File: config.mk
export PLATFORM = sky130hd
export DESIGN_NAME = pin_change_irq
export DESIGN_NICKNAME = d
export VERILOG_FILES = /design/src/rtl/chg_irq_pkg.sv /design/src/rtl/chg_irq_sync.sv /design/src/rtl/chg_irq_cfg_regs.sv /design/src/rtl/chg_irq_bank.sv /design/src/rtl/pin_change_irq.sv
export SDC_FILE = /design/constraint.sdc
export NUM_CORES = 1
export LEC_CHECK = 0
export BUFFER_PORTS_ARGS = -buffer_cell sky130_fd_sc_hd__buf_2
export CAP_MARGIN = 0
export CORE_AREA = 5 5 99 125
export DETAILED_ROUTE_END_ITERATION = 7
export DIE_AREA = 0 0 104 130
export PLACE_DENSITY = 0.83
export SYNTH_ARGS = -nofsm -noshare
export SYNTH_HDL_FRONTEND = slang
export SYNTH_SLANG_ARGS = --single-unit
File: constraint.sdc
create_clock -name clk -period 3.7 [get_ports clk]
set_clock_uncertainty 0.05 [all_clocks]
set_input_delay 1.11 -clock clk [delete_from_list [all_inputs] [get_ports clk]]
set_output_delay 1.11 -clock clk [all_outputs]
set_load 0.1 [all_outputs]
File: src/rtl/chg_irq_pkg.sv
`timescale 1ns/1ps
package chg_irq_pkg;
   typedef enum logic [1:0] {
      SEL_MASK   = 2'd0,
      SEL_LATCH  = 2'd1,
      SEL_STATUS = 2'd2,
      SEL_NONE   = 2'd3
   } reg_sel_e;
endpackage

File: src/rtl/chg_irq_sync.sv
`timescale 1ns/1ps
module chg_irq_sync #(
   parameter int WIDTH  = 16,
   parameter int STAGES = 2
) (
   input  logic             clk,
   input  logic             rst_n,
   input  logic [WIDTH-1:0] d_i,
   output logic [WIDTH-1:0] q_o
);
   logic [WIDTH-1:0] stage_q [STAGES];

   generate
      for (genvar s = 0; s < STAGES; s++) begin : g_stage
         if (s == 0) begin : g_first
            always_ff @(posedge clk or negedge rst_n) begin
               if (!rst_n) stage_q[0] <= '0;
               else        stage_q[0] <= d_i;
            end
         end else begin : g_next
            always_ff @(posedge clk or negedge rst_n) begin
               if (!rst_n) stage_q[s] <= '0;
               else        stage_q[s] <= stage_q[s-1];
            end
         end
      end
   endgenerate

   assign q_o = stage_q[STAGES-1];
endmodule

File: src/rtl/chg_irq_cfg_regs.sv
`timescale 1ns/1ps
module chg_irq_cfg_regs
   import chg_irq_pkg::*;
#(
   parameter int NUM_PINS   = 16,
   parameter int BANK_W     = 8,
   parameter int NUM_BANKS  = NUM_PINS / BANK_W,
   parameter int BANK_IDX_W = (NUM_BANKS > 1) ? $clog2(NUM_BANKS) : 1
) (
   input  logic                  clk,
   input  logic                  rst_n,
   input  logic                  wr_i,
   input  logic [1:0]            sel_i,
   input  logic [BANK_IDX_W-1:0] bank_i,
   input  logic [BANK_W-1:0]     wdata_i,
   output logic [NUM_PINS-1:0]   mask_o,
   output logic [NUM_PINS-1:0]   latch_o
);
   generate
      for (genvar b = 0; b < NUM_BANKS; b++) begin : g_bank
         localparam logic [BANK_IDX_W-1:0] BIDX = BANK_IDX_W'(b);
         logic hit;
         assign hit = wr_i && (bank_i == BIDX);

         always_ff @(posedge clk or negedge rst_n) begin
            if (!rst_n) begin
               mask_o[b*BANK_W +: BANK_W]  <= '1;
               latch_o[b*BANK_W +: BANK_W] <= '0;
            end else if (hit) begin
               if (sel_i == SEL_MASK)  mask_o[b*BANK_W +: BANK_W]  <= wdata_i;
               if (sel_i == SEL_LATCH) latch_o[b*BANK_W +: BANK_W] <= wdata_i;
            end
         end
      end
   endgenerate
endmodule

File: src/rtl/chg_irq_bank.sv
`timescale 1ns/1ps
module chg_irq_bank #(
   parameter int BANK_W = 8
) (
   input  logic              clk,
   input  logic              rst_n,
   input  logic [BANK_W-1:0] pin_sync_i,
   input  logic [BANK_W-1:0] is_input_i,
   input  logic [BANK_W-1:0] mask_i,
   input  logic [BANK_W-1:0] latch_i,
   input  logic              rd_i,
   output logic [BANK_W-1:0] shown_o,
   output logic [BANK_W-1:0] status_next_o,
   output logic [BANK_W-1:0] status_o,
   output logic [BANK_W-1:0] held_o,
   output logic [BANK_W-1:0] hval_o
);
   logic [BANK_W-1:0] ref_q;
   logic [BANK_W-1:0] held_q;
   logic [BANK_W-1:0] hval_q;
   logic [BANK_W-1:0] status_q;
   logic [BANK_W-1:0] differ;
   logic [BANK_W-1:0] capture;

   // shown value: held event value for latched pins, else live sample
   assign shown_o = (held_q & hval_q) | (~held_q & pin_sync_i);
   assign differ  = (shown_o ^ ref_q) & is_input_i;
   assign capture = latch_i & ~held_q & is_input_i & (pin_sync_i ^ ref_q);
   assign status_next_o = rd_i ? '0 : (differ & ~mask_i);

   always_ff @(posedge clk or negedge rst_n) begin
      if (!rst_n) begin
         ref_q    <= '0;
         held_q   <= '0;
         hval_q   <= '0;
         status_q <= '0;
      end else if (rd_i) begin
         ref_q    <= shown_o;
         held_q   <= '0;
         status_q <= '0;
      end else begin
         held_q   <= (held_q & latch_i) | capture;
         hval_q   <= (capture & pin_sync_i) | (~capture & hval_q);
         status_q <= status_next_o;
      end
   end

   assign status_o = status_q;
   assign held_o   = held_q;
   assign hval_o   = hval_q;
endmodule

File: src/rtl/pin_change_irq.sv
`timescale 1ns/1ps
module pin_change_irq
   import chg_irq_pkg::*;
#(
   parameter int NUM_PINS    = 16,
   parameter int BANK_W      = 8,
   parameter int SYNC_STAGES = 2,
   localparam int NUM_BANKS  = NUM_PINS / BANK_W,
   localparam int BANK_IDX_W = (NUM_BANKS > 1) ? $clog2(NUM_BANKS) : 1
) (
   input  logic                  clk,
   input  logic                  rst_n,
   input  logic [NUM_PINS-1:0]   pin_i,
   input  logic [NUM_PINS-1:0]   pin_is_input_i,
   input  logic                  reg_wr_i,
   input  logic [1:0]            reg_sel_i,
   input  logic [BANK_IDX_W-1:0] reg_bank_i,
   input  logic [BANK_W-1:0]     reg_wdata_i,
   output logic [BANK_W-1:0]     reg_rdata_o,
   input  logic [NUM_BANKS-1:0]  port_rd_i,
   output logic [NUM_PINS-1:0]   port_val_o,
   output logic                  int_low_en_o
);
   generate
      if (NUM_PINS % BANK_W != 0) begin : g_bad_split
         $error("NUM_PINS must be a multiple of BANK_W");
      end
      if (SYNC_STAGES < 2) begin : g_bad_sync
         $error("SYNC_STAGES must be at least 2");
      end
      if (NUM_BANKS < 1) begin : g_bad_banks
         $error("at least one bank is required");
      end
   endgenerate

   logic [NUM_PINS-1:0] pin_sync;
   logic [NUM_PINS-1:0] mask_q;
   logic [NUM_PINS-1:0] latch_q;
   logic [NUM_PINS-1:0] status_q;
   logic [NUM_PINS-1:0] status_next;
   logic [NUM_PINS-1:0] held_q;
   logic [NUM_PINS-1:0] hval_q;
   logic                int_q;

   chg_irq_sync #(.WIDTH(NUM_PINS), .STAGES(SYNC_STAGES)) u_sync (
      .clk   (clk),
      .rst_n (rst_n),
      .d_i   (pin_i),
      .q_o   (pin_sync)
   );

   chg_irq_cfg_regs #(
      .NUM_PINS(NUM_PINS), .BANK_W(BANK_W),
      .NUM_BANKS(NUM_BANKS), .BANK_IDX_W(BANK_IDX_W)
   ) u_cfg (
      .clk     (clk),
      .rst_n   (rst_n),
      .wr_i    (reg_wr_i),
      .sel_i   (reg_sel_i),
      .bank_i  (reg_bank_i),
      .wdata_i (reg_wdata_i),
      .mask_o  (mask_q),
      .latch_o (latch_q)
   );

   generate
      for (genvar b = 0; b < NUM_BANKS; b++) begin : g_bank
         chg_irq_bank #(.BANK_W(BANK_W)) u_bank (
            .clk           (clk),
            .rst_n         (rst_n),
            .pin_sync_i    (pin_sync[b*BANK_W +: BANK_W]),
            .is_input_i    (pin_is_input_i[b*BANK_W +: BANK_W]),
            .mask_i        (mask_q[b*BANK_W +: BANK_W]),
            .latch_i       (latch_q[b*BANK_W +: BANK_W]),
            .rd_i          (port_rd_i[b]),
            .shown_o       (port_val_o[b*BANK_W +: BANK_W]),
            .status_next_o (status_next[b*BANK_W +: BANK_W]),
            .status_o      (status_q[b*BANK_W +: BANK_W]),
            .held_o        (held_q[b*BANK_W +: BANK_W]),
            .hval_o        (hval_q[b*BANK_W +: BANK_W])
         );
      end
   endgenerate

   always_ff @(posedge clk or negedge rst_n) begin
      if (!rst_n) int_q <= 1'b0;
      else        int_q <= |status_next;
   end

   assign int_low_en_o = int_q;

   always_comb begin
      reg_rdata_o = '0;
      for (int b = 0; b < NUM_BANKS; b++) begin
         if (BANK_IDX_W'(b) == reg_bank_i) begin
            case (reg_sel_i)
               SEL_MASK:   reg_rdata_o = mask_q[b*BANK_W +: BANK_W];
               SEL_LATCH:  reg_rdata_o = latch_q[b*BANK_W +: BANK_W];
               SEL_STATUS: reg_rdata_o = status_q[b*BANK_W +: BANK_W];
               default:    reg_rdata_o = '0;
            endcase
         end
      end
   end
endmodule

==> run_results.csv <==
group,metric,value,unit
floorplanning,core_area,0.0110,mm²
route,via_count,4298,
floorplanning,initial_utilization,0.540,
yosys,synth_top_area_cell,"dfrtp_1",
floorplanning,rows,43,
floorplanning,fp.dieW,104,µm
yosys,synth_edf_count,0,
yosys,synth.area.top_cells,"dfrtp_1 (48%), dfstp_2 (7.1%), mux2i_1 (6.6%)",
floorplanning,dieArea,0.0135,mm²
power_and_ir_drop,p_per_area,564,mW/mm²
sta,relSlewSlack,0.518,
global_route,grt_pass1_wl,22700,µm
yosys,ys_seq_area_frac,0.548,
clock_network,post_cts_resize_count,0,
route,wl,13500,µm
setup_path,reg2reg_slack,1.65,ns
sta,tns,0,ns
sta,holdWs,0.295,ns
route,drt-pass1-iter-count,5,
sta,drv_slew,0,
setup_path,cp_data_arrival_time,2.38,ns
route,drt-initial-drc-count,171,
min_path,holdPathEnd,"u_sync.q_o[0]$_DFF_PN0_",
sta,fmaxAchievable,282,MHz
cells_and_area,nets,653,
clock_network,cts.reportedPaths.clkPinSlew,0.05,ns
route,drc,0,
sta,fin_crit_sh,0.957,
route,ant_nets,0,
yosys,async_flop_share,1.00,
clock_network,cts_tree,"done",
clock_network,cts_max_level,4,
clock_network,cts_hold_buf,0,
cells_and_area,drive_gt1_frac,0.275,
sta,finalSetupViolations,0,
placement,place.detailed.hpwl,9120,µm
setup_path,critPathMaxFanout,9,
yosys,yosysMostFrequentCell,"dfrtp_1",
yosys,synth_ff_type,"dfrtp_1",
setup_path,cp.required,2.54,ns
cells_and_area,syn_to_final_growth,22.0,%
floorplanning,ios,73,
global_route,grt_pass1_vias,4545,
sta,rsz0062_at_grt,"false",
power_and_ir_drop,peakVddDrop,0.251,mV
global_route,antenna_found_initial,1,
sta,final_hold_viol_count,0,
clock_network,cts.sinks,129,
power_and_ir_drop,leakage,3.28,nW
outcome,outcome,"completed",
placement,place_inst,721,
yosys,syn_area_per_cell,11.3,µm²
setup_path,reg2reg_from,"g_bank[1].u_bank.held_o[7]$_DFF_PN0_",
clock_network,cts_root_buffer,"clkbuf_16",
min_path,hold_path_class,"reg2reg",
min_path,min_delay_path_depth,0,
setup_path,end_kind,"output port",
yosys,netlist.area_leader.share,0.477,
placement,portBuffers,72,
cells_and_area,post-route-util,0.659,
yosys,syn_nets,571,
setup_path,worstSetupPathType,"in2out",
sta,period_needed,3.54,ns
power_and_ir_drop,p_total,4.08,mW
clock_network,cts_setup_buffers,0,
setup_path,critPathLaunchType,"primary input",
min_path,min-delay-start,"u_sync.stage_q[16]$_DFF_PN0_",
floorplanning,die_y,130,µm
cells_and_area,layout.cells.non_filler,754,
route,vias_per_cell,5.70,
yosys,synthCells,523,
yosys,syn_area,0.00593,mm²
sta,tightest_slew,0.723,ns
global_route,grt_use_total,0.211,
global_route,grt_max_degree,59,
clock_network,cts_buffers,17,
yosys,ys_ff_latch,129,
placement,place_congestion,0.810,
clock_network,cts.path.max_buffers,2,
yosys,yosysWarnings,0,
clock_network,clk_latency,0.41,ns
global_route,gr-total-overflow,0,
yosys,synth.distinct_cells,33,
route,post_drt_wl_per_cell,17.9,µm
setup_path,worst-r2r-cell-count,4,
run,maxCapViolCount,0,
yosys,synthTopCellsByCount,"dfrtp_1 (113), a21oi_1 (73), inv_1 (47), nor2_1 (40), mux2i_1 (39)",
setup_path,worstReg2RegEnd,"int_low_en_o$_DFF_PN0_",
critical path, cell delays in order:
cell and delay, ns:
buf_2 0.11, or2_1 0.38, a2bb2oi_1 0.19, o21ai_0 0.34, a21oi_4 0.06, buf_12 0.18
logic make-up (layout without fill, tap and decap cells):
kind of cell,Yosys count,in the layout,synth area share
xor gates and xnor gates,17,17,0.0251
muxes,71,71,0.127
AOI/OAI and AO/OA,104,104,0.0977
buffers and inverters,68,163,0.0471
other,0,1,0
DFF,129,129,0.548
and+or+nand+nor,134,134,0.156
metrics by stage:
step	setup slack (ns)	instance area [µm²]
6_report	0.159	7230
5_1_grt	0.106	7230
4_1_cts	0.151	7230
3_5_place_dp	0.156	6680
3_3_place_gp	0.213	6680
2_1_floorplan	-0.0590	6020
how the worst max path moves through the flow:
stage / start / endpoint / slack [ns] / depth (start not counted)
6_report: reg_sel_i[0] / reg_rdata_o[5] / 0.16 / 6
5_1_grt: reg_sel_i[0] / reg_rdata_o[3] / 0.11 / 6
4_1_cts: reg_sel_i[0] / reg_rdata_o[5] / 0.15 / 6
3_5_place_dp: reg_sel_i[0] / reg_rdata_o[5] / 0.16 / 6
3_3_place_gp: reg_sel_i[0] / reg_rdata_o[3] / 0.21 / 6
2_1_floorplan: reg_bank_i / reg_rdata_o[5] / -0.06 / 4
cell usage in the layout, fill, tap and decap left out, drive strengths merged, types with 16 or more instances in the layout:
cell type,instances
dfstp,16
inv,47
nand2b,16
buf,84
mux2,32
nor3b,17
mux2i,39
nor4bb,31
dfrtp,113
a21oi,73
nor2,41
xor2,17
clkbuf,25
power by group:
group	total [mW]	internal, mW	switching [mW]	leakage, nW
combinational	0.769	0.305	0.465	1.46
clock	1.55	0.969	0.582	0.275
sequential	1.76	1.60	0.160	1.55
total	4.08	2.87	1.21	3.28
per-layer routing:
layer	GRT usage	vias to the layer above	part of all wire
met5	0	-	0.0010
met4	0.0983	2	0.014
met3	0.0455	15	0.041
met2	0.371	93	0.54
met1	0.248	2172	0.40
li1	-	2016	-
cell type report:
type / count / area [µm²]
fill: 808 / 3740
clock buffer: 25 / 485
timing repair buffer: 84 / 598
inverter: 47 / 176
sequential: 129 / 3250
tap: 135 / 169
antenna: 1 / 2.50
multi-input combinational: 326 / 2490
clock inverter: 7 / 60.1
No activity file was read; power rests on OpenSTA's default activity.
